<file path="src/rtl/i2cp_pkg.sv">
`timescale 1ns/1ps
package i2cp_pkg;

    localparam int BYTE_W = 8;

    typedef enum logic [3:0] {
        ST_IDLE,
        ST_ADDR,
        ST_ADDR_ACK,
        ST_CMD,
        ST_CMD_ACK,
        ST_WDATA,
        ST_WDATA_ACK,
        ST_RDATA,
        ST_RDATA_ACK,
        ST_IGNORE
    } i2cp_state_e;

endpackage

</file>
<file path="src/rtl/i2cp_line_filter.sv">
`timescale 1ns/1ps
// Synchronizer, 3-sample majority vote and persistence counter for one bus line.
module i2cp_line_filter #(
    parameter int   GLITCH_CYC = 10,
    parameter logic RST_VAL    = 1'b1
) (
    input  logic clk,
    input  logic rst_n,
    input  logic raw_i,
    output logic filt_o
);
    localparam int CNT_W = $clog2(GLITCH_CYC + 1);

    logic [1:0]       sync_q;
    logic [2:0]       hist_q;
    logic             maj;
    logic             filt_q;
    logic [CNT_W-1:0] cnt_q;

    always_ff @(posedge clk or negedge rst_n) begin
        if (!rst_n) begin
            sync_q <= {2{RST_VAL}};
            hist_q <= {3{RST_VAL}};
        end else begin
            sync_q <= {sync_q[0], raw_i};
            hist_q <= {hist_q[1:0], sync_q[1]};
        end
    end

    assign maj = (hist_q[0] & hist_q[1]) | (hist_q[1] & hist_q[2]) | (hist_q[0] & hist_q[2]);

    // The output follows the vote only after it has disagreed for GLITCH_CYC cycles.
    always_ff @(posedge clk or negedge rst_n) begin
        if (!rst_n) begin
            filt_q <= RST_VAL;
            cnt_q  <= '0;
        end else if (maj != filt_q) begin
            if (cnt_q == CNT_W'(GLITCH_CYC - 1)) begin
                filt_q <= maj;
                cnt_q  <= '0;
            end else begin
                cnt_q <= cnt_q + 1'b1;
            end
        end else begin
            cnt_q <= '0;
        end
    end

    assign filt_o = filt_q;
endmodule

</file>
<file path="src/rtl/i2cp_cond_det.sv">
`timescale 1ns/1ps
// Edge and bus-condition detection on the filtered lines.
module i2cp_cond_det (
    input  logic clk,
    input  logic rst_n,
    input  logic scl_f_i,
    input  logic sda_f_i,
    output logic scl_rise_o,
    output logic scl_fall_o,
    output logic start_o,
    output logic stop_o
);
    logic scl_q;
    logic sda_q;

    always_ff @(posedge clk or negedge rst_n) begin
        if (!rst_n) begin
            scl_q <= 1'b1;
            sda_q <= 1'b1;
        end else begin
            scl_q <= scl_f_i;
            sda_q <= sda_f_i;
        end
    end

    assign scl_rise_o = scl_f_i & ~scl_q;
    assign scl_fall_o = ~scl_f_i & scl_q;
    assign start_o    = scl_f_i & scl_q & sda_q & ~sda_f_i;
    assign stop_o     = scl_f_i & scl_q & ~sda_q & sda_f_i;
endmodule

</file>
<file path="src/rtl/i2cp_byte_fsm.sv">
`timescale 1ns/1ps
// Byte engine: address match, command pointer, write/read strobes, SDA drive.
module i2cp_byte_fsm
    import i2cp_pkg::*;
#(
    parameter int                          ADDR_W     = 7,
    parameter int                          STRAP_W    = 3,
    parameter logic [ADDR_W-STRAP_W-1:0]   ADDR_FIXED = 4'b0100,
    parameter int                          IDX_W      = 2
) (
    input  logic               clk,
    input  logic               rst_n,
    input  logic               scl_rise_i,
    input  logic               scl_fall_i,
    input  logic               start_i,
    input  logic               stop_i,
    input  logic               sda_f_i,
    input  logic [STRAP_W-1:0] strap_i,
    input  logic [BYTE_W-1:0]  rd_data_i,
    output logic               sda_pull_o,
    output logic               wr_stb_o,
    output logic [BYTE_W-1:0]  wr_data_o,
    output logic               rd_stb_o,
    output logic [IDX_W-1:0]   reg_idx_o,
    output i2cp_state_e        state_o
);
    localparam int BCNT_W = $clog2(BYTE_W + 1);

    i2cp_state_e         st_q, st_d;
    logic [BCNT_W-1:0]   bit_cnt_q;
    logic [BYTE_W-1:0]   shift_q;
    logic [BYTE_W-1:0]   wr_data_q;
    logic [IDX_W-1:0]    ptr_q;
    logic                rw_q;
    logic                mack_q;
    logic                wr_stb_q;
    logic                rd_stb_q;
    logic                byte_done;
    logic                addr_hit;

    assign byte_done = (bit_cnt_q == BCNT_W'(BYTE_W));
    assign addr_hit  = (shift_q[BYTE_W-1:1] == {ADDR_FIXED, strap_i});

    // Next-state logic
    always_comb begin
        st_d = st_q;
        if (start_i) begin
            st_d = ST_ADDR;
        end else if (stop_i) begin
            st_d = ST_IDLE;
        end else begin
            unique case (st_q)
                ST_IDLE, ST_IGNORE: st_d = st_q;
                ST_ADDR:      if (scl_fall_i && byte_done) st_d = addr_hit ? ST_ADDR_ACK : ST_IGNORE;
                ST_ADDR_ACK:  if (scl_fall_i) st_d = rw_q ? ST_RDATA : ST_CMD;
                ST_CMD:       if (scl_fall_i && byte_done) st_d = ST_CMD_ACK;
                ST_CMD_ACK:   if (scl_fall_i) st_d = ST_WDATA;
                ST_WDATA:     if (scl_fall_i && byte_done) st_d = ST_WDATA_ACK;
                ST_WDATA_ACK: if (scl_fall_i) st_d = ST_WDATA;
                ST_RDATA:     if (scl_fall_i && byte_done) st_d = ST_RDATA_ACK;
                ST_RDATA_ACK: if (scl_fall_i) st_d = mack_q ? ST_RDATA : ST_IGNORE;
                default:      st_d = ST_IDLE;
            endcase
        end
    end

    // State register
    always_ff @(posedge clk or negedge rst_n) begin
        if (!rst_n) st_q <= ST_IDLE;
        else        st_q <= st_d;
    end

    // Datapath and strobes
    always_ff @(posedge clk or negedge rst_n) begin
        if (!rst_n) begin
            bit_cnt_q <= '0;
            shift_q   <= '0;
            wr_data_q <= '0;
            ptr_q     <= '0;
            rw_q      <= 1'b0;
            mack_q    <= 1'b0;
            wr_stb_q  <= 1'b0;
            rd_stb_q  <= 1'b0;
        end else begin
            wr_stb_q <= 1'b0;
            rd_stb_q <= 1'b0;
            if (start_i || stop_i) begin
                bit_cnt_q <= '0;
            end else begin
                unique case (st_q)
                    ST_ADDR, ST_CMD, ST_WDATA: begin
                        if (scl_rise_i && !byte_done) begin
                            shift_q   <= {shift_q[BYTE_W-2:0], sda_f_i};
                            bit_cnt_q <= bit_cnt_q + 1'b1;
                        end
                        if (scl_fall_i && byte_done) begin
                            bit_cnt_q <= '0;
                            if (st_q == ST_ADDR) rw_q <= shift_q[0];
                        end
                    end
                    ST_ADDR_ACK: begin
                        if (scl_rise_i && rw_q) rd_stb_q <= 1'b1;
                    end
                    ST_CMD_ACK: begin
                        if (scl_rise_i) ptr_q <= shift_q[IDX_W-1:0];
                    end
                    ST_WDATA_ACK: begin
                        if (scl_rise_i) begin
                            wr_stb_q  <= 1'b1;
                            wr_data_q <= shift_q;
                        end
                    end
                    ST_RDATA: begin
                        if (scl_rise_i && !byte_done) bit_cnt_q <= bit_cnt_q + 1'b1;
                        if (scl_fall_i) begin
                            if (byte_done) bit_cnt_q <= '0;
                            else           shift_q   <= {shift_q[BYTE_W-2:0], 1'b0};
                        end
                    end
                    ST_RDATA_ACK: begin
                        if (scl_rise_i) begin
                            mack_q <= ~sda_f_i;
                            if (!sda_f_i) rd_stb_q <= 1'b1;
                        end
                    end
                    ST_IDLE, ST_IGNORE: bit_cnt_q <= '0;
                    default: bit_cnt_q <= '0;
                endcase
            end
            // Register file answers in the strobe cycle; capture for transmission.
            if (rd_stb_q) shift_q <= rd_data_i;
        end
    end

    // Outputs
    always_comb begin
        unique case (st_q)
            ST_ADDR_ACK, ST_CMD_ACK, ST_WDATA_ACK: sda_pull_o = 1'b1;
            ST_RDATA:                              sda_pull_o = ~shift_q[BYTE_W-1];
            default:                               sda_pull_o = 1'b0;
        endcase
        wr_stb_o  = wr_stb_q;
        wr_data_o = wr_data_q;
        rd_stb_o  = rd_stb_q;
        reg_idx_o = ptr_q;
        state_o   = st_q;
    end
endmodule

</file>
<file path="src/rtl/i2cp_slave.sv">
`timescale 1ns/1ps
module i2cp_slave
    import i2cp_pkg::*;
#(
    parameter int                        GLITCH_CYC = 10,
    parameter int                        ADDR_W     = 7,
    parameter int                        STRAP_W    = 3,
    parameter logic [ADDR_W-STRAP_W-1:0] ADDR_FIXED = 4'b0100,
    parameter int                        IDX_W      = 2
) (
    input  logic               clk,
    input  logic               rst_n,
    input  logic               scl_i,
    input  logic               sda_i,
    input  logic [STRAP_W-1:0] strap_i,
    output logic               sda_pull_o,
    output logic               wr_stb_o,
    output logic [BYTE_W-1:0]  wr_data_o,
    output logic               rd_stb_o,
    output logic [IDX_W-1:0]   reg_idx_o,
    input  logic [BYTE_W-1:0]  rd_data_i
);
    localparam int N_LINES = 2;

    logic [N_LINES-1:0] raw_lines;
    logic [N_LINES-1:0] filt_lines;
    logic               scl_filt;
    logic               sda_filt;
    logic               scl_rise;
    logic               scl_fall;
    logic               start_det;
    logic               stop_det;
    i2cp_state_e        fsm_state;

    assign raw_lines = {scl_i, sda_i};

    for (genvar g = 0; g < N_LINES; g++) begin : g_filt
        i2cp_line_filter #(
            .GLITCH_CYC (GLITCH_CYC),
            .RST_VAL    (1'b1)
        ) u_filt (
            .clk    (clk),
            .rst_n  (rst_n),
            .raw_i  (raw_lines[g]),
            .filt_o (filt_lines[g])
        );
    end

    assign scl_filt = filt_lines[1];
    assign sda_filt = filt_lines[0];

    i2cp_cond_det u_cond (
        .clk        (clk),
        .rst_n      (rst_n),
        .scl_f_i    (scl_filt),
        .sda_f_i    (sda_filt),
        .scl_rise_o (scl_rise),
        .scl_fall_o (scl_fall),
        .start_o    (start_det),
        .stop_o     (stop_det)
    );

    i2cp_byte_fsm #(
        .ADDR_W     (ADDR_W),
        .STRAP_W    (STRAP_W),
        .ADDR_FIXED (ADDR_FIXED),
        .IDX_W      (IDX_W)
    ) u_fsm (
        .clk        (clk),
        .rst_n      (rst_n),
        .scl_rise_i (scl_rise),
        .scl_fall_i (scl_fall),
        .start_i    (start_det),
        .stop_i     (stop_det),
        .sda_f_i    (sda_filt),
        .strap_i    (strap_i),
        .rd_data_i  (rd_data_i),
        .sda_pull_o (sda_pull_o),
        .wr_stb_o   (wr_stb_o),
        .wr_data_o  (wr_data_o),
        .rd_stb_o   (rd_stb_o),
        .reg_idx_o  (reg_idx_o),
        .state_o    (fsm_state)
    );
endmodule

</file>
<file path="config.mk">
export PLATFORM = sky130hd
export DESIGN_NAME = i2cp_slave
export DESIGN_NICKNAME = d
export VERILOG_FILES = /design/src/rtl/i2cp_pkg.sv /design/src/rtl/i2cp_line_filter.sv /design/src/rtl/i2cp_cond_det.sv /design/src/rtl/i2cp_byte_fsm.sv /design/src/rtl/i2cp_slave.sv
export SDC_FILE = /design/constraint.sdc
export NUM_CORES = 1
export LEC_CHECK = 0
export ABC_AREA = 0
export BUFFER_PORTS_ARGS = -buffer_cell sky130_fd_sc_hd__clkbuf_2
export CELL_PAD_IN_SITES_DETAIL_PLACEMENT = 0
export CELL_PAD_IN_SITES_GLOBAL_PLACEMENT = 1
export CORE_MARGIN = 8
export CORE_UTILIZATION = 40
export CTS_CLUSTER_SIZE = 40
export DETAILED_ROUTE_END_ITERATION = 10
export PLACE_DENSITY = 0.8
export SLEW_MARGIN = 15
export SYNTH_ARGS = -nofsm -noshare
export SYNTH_HDL_FRONTEND = slang
export SYNTH_SLANG_ARGS = --single-unit
</file>
<file path="constraint.sdc">
create_clock -name clk -period 1.87 [get_ports clk]
set_input_delay 0.2805 -clock clk [delete_from_list [all_inputs] [get_ports clk]]
set_output_delay 0.2805 -clock clk [all_outputs]
set_load 0.02 [all_outputs]
</file>
# Word-level counts from Yosys, hierarchy flattened
# Cells that the tools add are included.
[totals]
mem_bits_rw = 0
n_memories = 0
regBits = 52
word_cells = 131
latch_bits = 0
romBits = 0
[op_classes]
bitwise_logic = 23
div_mod_pow = 0
order_cmp = 0
shift = 0
muxes = 38
n_mul = 0
addsub = 3
n_eq_ne = 28
n_reduce_logical = 20
[ops]
columns = ["cell", "count"]
rows = [
  ["$mux 4", 20],
  ["$mux 8", 5],
  ["$pmux 4 s8", 1],
  ["$ne 4x1->1 const B", 7],
  ["$eq 4x4->1 const B", 5],
  ["$eq 4x3->1 const B", 4],
  ["$pmux 8 s2", 1],
  ["$and 1x1->1", 13],
  ["$add 4x1->4 const B", 3],
  ["$pmux 4 s3", 1],
  ["$ne 3x1->1 const B", 3],
  ["$reduce_and 3->1", 3],
  ["$eq 4x2->1 const B", 2],
  ["$reduce_and 8->1", 1],
  ["$eq 7x6->1", 1],
  ["$mux 1", 7],
  ["$not 1->1", 6],
  ["$reduce_or 3->1", 2],
  ["$reduce_and 5->1", 1],
  ["$eq 4x1->1 const B", 1],
  ["$logic_not 4->1", 1],
  ["$ne 2x1->1 const B", 2],
  ["$or 1x1->1", 4],
  ["$pmux 1 s2", 2],
  ["11 further kinds", 16],
]

# Longest topological paths before layout
# Gate-level depths: netlist of run 1.
[logic_depth]
ltp_word = 8
depth_mapped = 7
ltp_nobuf = 6

# Modules after synthesis
# A second synthesis of run 1 with hierarchy kept.
[hier_totals]
hier_cells = 214
hier_area_um2 = 2538.7
[by_module_without_submodules]
columns = ["module", "n_inst", "cells_each", "area_each_um2"]
rows = [
  ["i2cp_byte_fsm", 1, 154, 1660.3],
  ["i2cp_line_filter", 2, 27, 396.6],
  ["i2cp_cond_det", 1, 6, 85.1],
]

# Worst setup path after synthesis of run 1
# No wires, ideal clock.
[synth_timing]
path_type = "register -> register"
from = "reg u_fsm.shift_q[7]"
to = "reg u_fsm.st_q[0], in the netlist u_fsm.state_o[0]"
arrival_ps = 1747
path_slack_ps = -1
n_path_buf = 0
required_ps = 1746
setup_time_ps = 124
path_stages_with_launch = 5
path_cell_list = "dfrtp_1 -> or4b_4 -> o41a_1 -> o221a_1 -> a211o_1"
[synth_between]
elab_chain_cells = 6
[synth_rtl]
columns = ["item", "line", "source"]
rows = [
  ["from (decl)", "i2cp_byte_fsm.sv:31", "logic [BYTE_W-1:0] shift_q;"],
  ["from (signal assigned)", "i2cp_byte_fsm.sv:93", "shift_q <= {shift_q[BYTE_W-2:0], sda_f_i};"],
  ["from (signal assigned)", "i2cp_byte_fsm.sv:117", "else shift_q <= {shift_q[BYTE_W-2:0], 1'b0};"],
  ["from (signal assigned)", "i2cp_byte_fsm.sv:131", "if (rd_stb_q) shift_q <= rd_data_i;"],
  ["$eq 7x6->1", "i2cp_byte_fsm.sv:42", "assign addr_hit = (shift_q[BYTE_W-1:1] == {ADDR_FIXED, strap_i});"],
  ["$mux 4 (2 in series)", "i2cp_byte_fsm.sv:54", "ST_ADDR: if (scl_fall_i && byte_done) st_d = addr_hit ? ST_ADDR_ACK : ST_IGNORE;"],
  ["$pmux 4 s8", "i2cp_byte_fsm.sv:52", "unique case (st_q)"],
  ["$mux 4", "i2cp_byte_fsm.sv:49", "end else if (stop_i) begin"],
  ["$mux 4", "i2cp_byte_fsm.sv:47", "if (start_i) begin"],
  ["to (signal assigned)", "i2cp_byte_fsm.sv:70", "else st_q <= st_d;"],
  ["to (decl)", "i2cp_byte_fsm.sv:29", "i2cp_state_e st_q, st_d;"],
]
# No other way between the ends. The select of a mux whose other input is x is not followed.
# A chain may end at the register's enable or synchronous reset.

# Worst setup path in the final report of run 1
[layout_timing]
from = "reg u_fsm.shift_q[5]"
to = "reg u_fsm.st_q[0], in the netlist u_fsm.state_o[0]"
# The elaborated chain is that of the path after synthesis.

==> run summary, run 1 <==
- number of buffers between clock root and the deepest sink: 2
- most used flip-flop cell after synthesis: dfrtp_1
- number of unique standard cell types used by synthesis: 58
- router iterations before antenna repair: 4
- Routed met3 length: 136 um
- top library cells by usage in the layout, fill and taps aside: dfrtp_1, clkbuf_2, buf_4
- Placed Instances: 341
- main combinational cell family by area after synthesis: simple AND/OR/NAND/NOR gates
- Horiz. Die Dim: 96.6 um
- maximum number of pins on one net before global-route repair: 21
- Routed wire per std cell: 15.4 um
- grt ovf: 0
- flop2flop setup slack: 0.04 ns
- utilization after layout: 48.2%
- Worst Path Max Fanout: 3
- final max-slew violation count: 0
- full die area: 9330 um2
- fraction of final layout cells with drive strength greater than 1: 35.8%
- summed instance area of the synthesized netlist: 2600 um2
- pre-CTS setup slack: 0.0364 ns
- fraction of the mapped netlist area in compound gates: 13.6%
- clock root buffer master: clkbuf_8
- final-stage net count: 290
- Top-Level Pins: 28
- worst reg2reg endpoint: u_fsm.state_o[0]$_DFFE_PN0P_
- Gate Count Post-Synth: 231
- antenna violations before repair: 0
- post-synthesis adder-cell area fraction: 1.73%
- worst setup skew after layout: 0.00541 ns
- clock tree from TritonCTS: built
- drt via density: 5.46
- async set or reset register ratio after synthesis: 100%
- worst-skew pair later-pin latency: 0.31 ns
- type of element launching the critical path: flip-flop
- most common cell after layout, fill and taps aside: dfrtp_1
- vias in the first global route: 1,959
- FF-to-FF Start: u_fsm.shift_q[5]$_DFFE_PN0P_
- R2R depth: 4
- Synth warnings: 0
- Floorplan Core Area: 6310 um2
- Design Area, Final: 3040 um2
- number of setup violations in the final report: 0
- worst path arrival time: 2.04 ns
- Die Ht: 96.6 um
- per-instance average area after synthesis: 11.2 um2
- placed inst area: 2890 um2
- count of final hold-check violations: 0
- DRC: 0
- number of DRC markers in iteration 0: 77
- CTS Sinks: 52
- estimated wirelength of the detail-placed design: 3.95 mm
- number of cells on the worst hold path: 1
- status: complete, no violations
- final critical delay including setup and external delays: 1.83 ns
- leakage power figure: 0.00140 uW
- end point of the worst hold path: g_filt[0].u_filt.sync_q[0]$_DFF_PN1_
- count of flip-flops with a built-in enable after synthesis: 0
- area growth from synthesis to layout: 17.1%
- power per unit of standard cell area: 692 nW/um2
- Hold Crit Start: sda_i
- multiplexer fraction of the synthesized cell area: 8.33%
- total area of multi-input combinational cells: 1200 um2
- Port Buffers: 27
- max-cap violation count: 0
- level count of the clock H-tree: 2
- post-layout instance count excluding filler cells: 351
- setup repair after global routing missed its margin: yes
- worst ir drop on vdd: 0.335 mV
- clock transition at the registers of the reported paths: 0.10 ns
- Slew HR: 61.6%
- setup slack of the critical path after layout: 0.0371 ns
- Filler cells: 626
- share of synthesized area occupied by flip-flops and latches: 50.7%
- row count: 29
- Initial Utilization: 41.2%
- final RePlAce weighted congestion: 0.766
- Detailed Route WL: 5.41 mm
- Register Area: 1320 um2
- Critical Path Start: u_fsm.shift_q[5]$_DFFE_PN0P_
- path type of the worst min-delay path: input pin to flip-flop
- GRT Total Usage: 11.7%
- worst endpoint required time: 2.08 ns
- number of storage elements in the synthesis netlist: 52
- CTS Buf Count: 5
- Post-Synthesis Net Count: 248
- Top Layer Used: met4
- number of antenna-violating nets in the routed design: 0
- sum of negative setup slack: 0 ns
- XOR/XNOR share of the synthesized area: 2.70%
- met2 routed WL: 2.53 mm
- total vias in the final route: 1,917
- global-route wire length before repair: 9.18 mm
- simple logic cell fraction of the synthesized area: 18.5%
- Max Fclk: 546 MHz
- endpoint kind of the worst setup timing path: flip-flop
- share of the clock period used by the worst path after layout: 98.0%
- actual slew at the worst max-slew pin: 0.576 ns
- Setup CP Type: flip-flop to flip-flop
- diode count: 0
- sum of routed wire segments on met1: 2.64 mm
-- per-layer routing --
| layer | global-route usage (%) | vias up |
|---|---|---|
| met2 | 18.6 | 23 |
| met3 | 2.06 | 5 |
| li1 | - | 938 |
| met4 | 5.68 | 0 |
| met1 | 14.8 | 951 |
| met5 | 0 | - |
-- stage by stage --
stage	hold WS, ns	total power, uW
after floorplan	-0.0151	1350
after global placement	0.242	1420
after detailed placement	0.247	1420
after CTS	0.0282	2130
after global routing	0.0197	2200
final	0.0395	2110
-- power by group --
part,internal (uW),switching (uW)
Clock,310,389
Combinational,76.7,97.5
Sequential,1180,50.2
-- kinds of logic after synthesis --
| family | Yosys count |
|---|---|
| muxes | 20 |
| DFF | 52 |
| and+or+nand+nor | 79 |
| AOI/OAI and AO/OA | 46 |
| xor gates and xnor gates | 8 |
| adders and majority gates | 4 |
| buffers and inverters | 22 |
-- flip-flops by register name, summed over array words and instances (netlist names), 2 cells and up --
| name | count |
|---|---|
| g_filt.u_filt.cnt_q | 8 |
| u_fsm.shift_q | 8 |
| u_fsm.wr_data_o | 8 |
| g_filt.u_filt.hist_q | 6 |
| g_filt.u_filt.sync_q | 4 |
| u_fsm.bit_cnt_q | 4 |
| u_fsm.state_o | 4 |
| g_filt.u_filt.filt_o | 2 |
| u_fsm.reg_idx_o | 2 |
-- worst max-delay path: stages (launching register included) --
cell,delay (ns)
dfrtp_1,0.40
or4b_4,0.53
o41a_1,0.36
o221a_1,0.22
a211o_1,0.22
-- worst max-delay path by stage --
stage,endpoint,slack (ns),cells after the start
5_1_grt,u_fsm.state_o[0]$_DFFE_PN0P_,-0.03,4
6_report,u_fsm.state_o[0]$_DFFE_PN0P_,0.04,4
3_5_place_dp,u_fsm.state_o[0]$_DFFE_PN0P_,0.04,4
4_1_cts,u_fsm.state_o[1]$_DFFE_PN0P_,0.005,5
3_3_place_gp,u_fsm.state_o[0]$_DFFE_PN0P_,0.06,4
2_1_floorplan,u_fsm.shift_q[6]$_DFFE_PN0P_,0.08,4
-- cell usage after synthesis (3+ instances only) --
master     n  area [um2]
a221o_1    7        70.1
nor2_1    16        60.1
a22oi_1    3        22.5
nand4_1    3        18.8
mux2i_1    7        70.1
xnor2_1    4        35.0
nor2b_1    9        56.3
and4_1     6        52.6
mux2_2    13         146
nor4_1     4        25.0
nand2_1   11        41.3
nand3_1    6        30.0
a21oi_1    4        20.0
nor3_1     3        15.0
o21ai_0   10        50.1
clkbuf_1   8        30.0
dfstp_2   14         368
inv_1     10        37.5
xor2_1     4        35.0
dfrtp_1   38         951
-- area by class of cell --
cell class                      instances  share of cell area (%)
Multi-Input combinational cell        157                    39.5
Sequential cell                        52                    43.4
Clock inverter                          2                   0.576
Timing Repair Buffer                   47                    9.46
Tap cell                               77                    3.17
Clock buffer                            6                    2.71
Inverter                               10                    1.23
-- timing repair --
| item | in CTS | in global routing |
|---|---|---|
| hold buffers | 1 | 0 |
| buffers inserted | 0 | 1 |
| setup endpoints to repair | 0 | 15 |
| resized for setup | 0 | 8 |
| endpoints found under the hold margin | 4 | 0 |
(Power assumes the default switching activity.)
==> run 2: changes to the inputs <==
CAP_MARGIN = 20   (was unset)
RECOVER_POWER = 50   (was unset)
==> run 2 against run 1 <==
Compared with the run above:
- routed wire length grew 0.11%
- non-clock buffer count is the same
- largest power group unchanged
- clock power is essentially flat
- setup slack is essentially flat
- first-iteration DRC count shrank 10%
- critical endpoint unchanged
- hold slack is essentially flat
==> run summary, run 2 (synthesized netlist as in run 1, its figures left out) <==
- Detailed Route WL: 5.41 mm, +0.11%
- final RePlAce weighted congestion: 0.766, unchanged
- chain of cells forming the critical path: or4b_4, o41a_1, o221a_1, a211o_1
- top library cells by usage in the layout, fill and taps aside: dfrtp_1, clkbuf_2, buf_4
- number of DRC markers in iteration 0: 69, -10%
- clock tree from TritonCTS: built
- number of buffers between clock root and the deepest sink: 2, unchanged
- clock transition at the registers of the reported paths: 0.10 ns, about the same
- count of final hold-check violations: 0, unchanged
- Floorplan Core Area: 6310 um2, unchanged
- antenna violations before repair: 0, unchanged
- sum of internal, switching and leakage power: 2100 uW, -0.22%
- setup slack of the critical path after layout: 0.0373 ns, +0.000199 ns
- worst endpoint required time: 2.08 ns, about the same
- sum of negative setup slack: 0 ns, unchanged
- Die Ht: 96.6 um, unchanged
- area growth from synthesis to layout: 16.3%
- router iterations before antenna repair: 4, unchanged
- power per unit of standard cell area: 695 nW/um2, +0.44%
- clock root buffer master: clkbuf_8
- GRT Total Usage: 11.7%, unchanged
- status: complete, no violations
- final max-slew violation count: 0, unchanged
- delay contributed by the slowest stage of the critical path: 0.53 ns, about the same
- pre-CTS setup slack: 0.0364 ns, unchanged
- Slew HR: 36.9%, -25 points
- actual slew at the worst max-slew pin: 0.946 ns, +0.371 ns
- number of setup violations in the final report: 0, unchanged
- CTS Sinks: 52, unchanged
- Setup CP Type: flip-flop to flip-flop
- path type of the worst min-delay path: input pin to flip-flop
- diode count: 0, unchanged
- Horiz. Die Dim: 96.6 um, unchanged
- CTS Buf Count: 5, unchanged
- vias in the first global route: 1,959, unchanged
- Port Buffers: 27, unchanged
- Top Layer Used: met4
- sum of routed wire segments on met1: 2.65 mm, +0.30%
- Max Fclk: 546 MHz, about the same
- Worst Path Max Fanout: 3, unchanged
- leakage power figure: 0.00135 uW, -3.2%
- maximum number of pins on one net before global-route repair: 21, unchanged
- total vias in the final route: 1,929, +0.63%
- DRC: 0, unchanged
- worst-skew pair later-pin latency: 0.31 ns, about the same
- Routed wire per std cell: 15.4 um, +0.11%
- Top-Level Pins: 28, unchanged
- level count of the clock H-tree: 2, unchanged
- worst path arrival time: 2.04 ns, about the same
- worst ir drop on vdd: 0.335 mV, about the same
- full die area: 9330 um2, unchanged
- share of the clock period used by the worst path after layout: 98.0%, about the same
- worst setup skew after layout: 0.00568 ns, +0.000264 ns
- final-stage net count: 290, unchanged
- Slowest-stage cell, CP: or4b_4
- global-route wire length before repair: 9.18 mm, unchanged
- Initial Utilization: 41.2%, unchanged
- number of antenna-violating nets in the routed design: 0, unchanged
- estimated wirelength of the detail-placed design: 3.95 mm, unchanged
- Routed met3 length: 119 um, -13%
- final critical delay including setup and external delays: 1.83 ns, -0.000199 ns
- max-cap violation count: 0, unchanged
- post-layout instance count excluding filler cells: 351, unchanged
- grt ovf: 0, unchanged
- drt via density: 5.50, +0.63%
- setup repair after global routing missed its margin: yes
- most common cell after layout, fill and taps aside: dfrtp_1
- row count: 29, unchanged
- type of element launching the critical path: flip-flop
- fraction of final layout cells with drive strength greater than 1: 29.9%, -5.8 points
- met2 routed WL: 2.55 mm, +0.55%
- Placed Instances: 341, unchanged
- endpoint kind of the worst setup timing path: flip-flop
[run 2: cell types whose count changed in the layout (fill, tap and decap cells not counted), sizes merged]
cell    before  now
buf         19   16
clkbuf      33   36
[run 2: worst max-delay path, delay by kind of cell (launching register included)]
family,cells,cell delay (ns)
and+or+nand+nor,1,0.53
DFF,1,0.41
AOI/OAI and AO/OA,3,0.80
[run 2: power breakdown]
| group | total (uW) | leakage (uW) | internal, uW | switching (uW) |
|---|---|---|---|---|
| sequential | 1230 | 0.000663 | 1180 | 50.0 |
| combinational | 172 | 0.000637 | 74.1 | 97.5 |
| clock | 699 | 0.0000522 | 310 | 388 |
| total | 2100 | 0.00135 | 1570 | 536 |
[run 2: per-stage QoR]
stage	util (%)	hold WS, ns	instance area, um2
after global placement	45.8	0.242	2890
after detailed placement	45.8	0.247	2890
final	47.9	0.0396	3020
after floorplan	-	-0.0151	2600
after global routing	47.9	0.0198	3020
after CTS	47.5	0.0282	3000
[run 2: repair_timing]
action,in CTS,in global routing
gates resized for setup,0,8
endpoints found under the setup margin,0,15
endpoints found under the hold margin,4,0
setup buffers,0,1
hold buffers,1,0
[run 2: cell type report]
class	instances	area, um2
clock buffers	6	82.6
clock inverters	2	17.5
fillers	633	3290
inverters	10	37.5
multi-input cells	157	1200
flip-flops and latches	52	1320
well taps	77	96.3
repair buffers	47	268
[run 2: layer usage]
metal	GRT usage, %	vias up
li1	-	940
met1	14.8	960
met2	18.6	24
met3	2.06	5
met4	5.68	0
met5	0	-
[run 2: worst paths after layout]
kind / from / to / slack (ns) / cells after the start
setup / recovery: u_fsm.shift_q[5]$_DFFE_PN0P_ / u_fsm.state_o[0]$_DFFE_PN0P_ / 0.04 / 4
hold / removal: sda_i / g_filt[0].u_filt.sync_q[0]$_DFF_PN1_ / 0.04 / 1
setup reg to reg: u_fsm.shift_q[5]$_DFFE_PN0P_ / u_fsm.state_o[0]$_DFFE_PN0P_ / 0.04 / 4
hold reg to reg: g_filt[0].u_filt.sync_q[0]$_DFF_PN1_ / g_filt[0].u_filt.sync_q[1]$_DFF_PN1_ / 0.36 / 0
max in group asynchronous: rst_n / u_fsm.shift_q[5]$_DFFE_PN0P_ / 0.32 / 3
min in group asynchronous: rst_n / g_filt[0].u_filt.cnt_q[2]$_DFF_PN0_ / 0.62 / 2
==> run 3: changes to the inputs <==
CORE_UTILIZATION = 41   (was 40)
PLACE_DENSITY = 0.79   (was 0.8)
clock period = 1.7 ns   (was 1.87 ns; I/O delays follow)
==> run 3 against run 2 <==
Compared with the run above:
- the run now ends with negative setup slack left
- sequential power up 11%
- via count increased by 6.2%
- hold slack worse by 0.0058 ns
- global-route usage increased by 1.2 points
- routed wire length grew 5.9%
- largest power group unchanged
- highest routed layer unchanged
==> run summary, run 3 (synthesized netlist as in run 1, its figures left out) <==
- status: finished, violations left
- failing checks: negative setup slack
- final RePlAce weighted congestion: 0.831, +8.6%
- setup repair after global routing missed its margin: yes
- utilization after layout: 53.0%, +5.1 points
- antenna violations before repair: 0, unchanged
- number of DRC markers in iteration 0: 73, +5.8%
- CTS Sinks: 52, unchanged
- maximum number of pins on one net before global-route repair: 53, +150%
- flop2flop setup slack: -0.10 ns, -0.14 ns
- setup slack of the critical path after layout: -0.103 ns, -0.141 ns
- DRC: 0, unchanged
- Max Fclk: 555 MHz, +1.6%
- worst path arrival time: 2.00 ns, -0.04 ns
- Worst path depth: 4, unchanged
- Die Ht: 95.6 um, -1.0%
- worst ir drop on vdd: 0.454 mV, +35%
- R2R depth: 4, unchanged
- worst-skew pair later-pin latency: 0.30 ns, about the same
- Initial Utilization: 41.6%, +0.48 points
- final-stage net count: 314, +8.3%
- CTS Buf Count: 5, unchanged
- Filler cells: 572, -9.6%
- clock tree from TritonCTS: built
- fraction of final layout cells with drive strength greater than 1: 41.9%, +12 points
- area growth from synthesis to layout: 27.3%
- Routed wire per std cell: 15.3 um, -0.85%
- clock transition at the registers of the reported paths: 0.09 ns, about the same
- router iterations before antenna repair: 4, unchanged
- Detailed Route WL: 5.74 mm, +5.9%
- Floorplan Core Area: 6240 um2, -1.1%
- vias in the first global route: 2,046, +4.4%
- row count: 29, unchanged
- number of antenna-violating nets in the routed design: 0, unchanged
- leakage power figure: 0.00152 uW, +13%
- full die area: 9140 um2, -2.0%
- Slew HR: 52.8%, +16 points
- worst reg2reg endpoint: u_fsm.state_o[0]$_DFFE_PN0P_
- grt ovf: 0, unchanged
- number of setup violations in the final report: 1, +1
- level count of the clock H-tree: 2, unchanged
- FF-to-FF Start: u_fsm.shift_q[4]$_DFFE_PN0P_
- top library cells by usage in the layout, fill and taps aside: buf_4, dfrtp_1, clkbuf_2
- Worst Path Max Fanout: 2, -1
- worst endpoint required time: 1.90 ns, -0.18 ns
- type of element launching the critical path: flip-flop
- Top Family by Delay on Critical Path: compound AO/OA/AOI/OAI gates
- endpoint kind of the worst setup timing path: flip-flop
- Slowest-stage cell, CP: or4b_4
- clock root buffer master: clkbuf_8
- path type of the worst min-delay path: input pin to flip-flop
- final critical delay including setup and external delays: 1.80 ns, -0.0294 ns
- Setup CP Type: flip-flop to flip-flop
- number of buffers between clock root and the deepest sink: 2, unchanged
- Critical Path Start: u_fsm.shift_q[4]$_DFFE_PN0P_
- actual slew at the worst max-slew pin: 0.707 ns, -0.239 ns
- Top-Level Pins: 28, unchanged
- total buffers and inverters traversed by the critical path: 0, unchanged
- diode count: 0, unchanged
- GRT Total Usage: 12.9%, +1.2 points
- global-route wire length before repair: 9.48 mm, +3.2%
- final max-slew violation count: 0, unchanged
- Horiz. Die Dim: 95.6 um, -1.0%
- worst setup skew after layout: 0.0101 ns, +0.00438 ns
- capture point of the critical path: u_fsm.state_o[0]$_DFFE_PN0P_
- drt via density: 5.46, -0.63%
- max-cap violation count: 0, unchanged
- power per unit of standard cell area: 696 nW/um2, about the same
- count of final hold-check violations: 0, unchanged
- Port Buffers: 27, unchanged
- estimated wirelength of the detail-placed design: 3.87 mm, -2.0%
- most common cell after layout, fill and taps aside: buf_4
- total vias in the final route: 2,048, +6.2%
- share of the clock period used by the worst path after layout: 106%, +8.1 points
- delay contributed by the slowest stage of the critical path: 0.54 ns, about the same
- sum of negative setup slack: -0.103 ns, -0.103 ns
- chain of cells forming the critical path: or4b_4, o41a_1, o221a_1, a211o_1
## run 3: cell type report
| type | count | area, um2 | share of cell area (%) |
|---|---|---|---|
| repair buffers | 71 | 487 | 14.7 |
| inverters | 10 | 40.0 | 1.21 |
| well taps | 77 | 96.3 | 2.91 |
| multi-input cells | 157 | 1270 | 38.5 |
| flip-flops and latches | 52 | 1320 | 39.9 |
| clock buffers | 8 | 90.1 | 2.72 |
## run 3: worst min path at each step
stage | from | cells past startpoint | endpoint | slack (ns)
2_1_floorplan | rst_n | 0 | g_filt[0].u_filt.cnt_q[0]$_DFF_PN0_ | -0.04
3_3_place_gp | rst_n | 2 | g_filt[0].u_filt.cnt_q[2]$_DFF_PN0_ | 0.27
3_5_place_dp | rst_n | 2 | g_filt[0].u_filt.cnt_q[2]$_DFF_PN0_ | 0.27
4_1_cts | sda_i | 1 | g_filt[0].u_filt.sync_q[0]$_DFF_PN1_ | 0.02
5_1_grt | sda_i | 1 | g_filt[0].u_filt.sync_q[0]$_DFF_PN1_ | 0.01
6_report | scl_i | 1 | g_filt[1].u_filt.sync_q[0]$_DFF_PN1_ | 0.03
## run 3: routing by layer
layer  GRT usage [%]  routed length (um)
met2            20.5                2720
met1            16.9                2680
met3            2.52                 224
met4            5.12                 104
met5               0                   0
## run 3: worst reg2reg max path, stage by stage, from the launching register on
cell and delay, ns:
dfrtp_1 0.39, or4b_4 0.54, o41a_1 0.34, o221a_1 0.22, a211o_1 0.22
## run 3: report_power, final
part | internal (uW) | switching (uW)
logic | 110 | 122
clock network | 333 | 382
registers | 1300 | 54.8
## run 3: repair_timing
action | in CTS | in global routing
endpoints found under the setup margin | 11 | 19
resized for setup | 10 | 17
hold endpoints to repair | 38 | 0
pin swaps | 1 | 7
setup buffers | 2 | 10
hold buffers | 1 | 0
## run 3: per-stage QoR
stage	hold slack [ns]	instances	total power [uW]	area, um2	setup slack [ns]
2_1_floorplan	-0.0406	231	1490	2620	-0.0501
6_report	0.0338	375	2300	3310	-0.103
3_5_place_dp	0.270	354	1590	3030	-0.108
4_1_cts	0.0206	365	2320	3180	-0.105
5_1_grt	0.0102	375	2420	3310	-0.142
3_3_place_gp	0.269	354	1580	3030	-0.0809
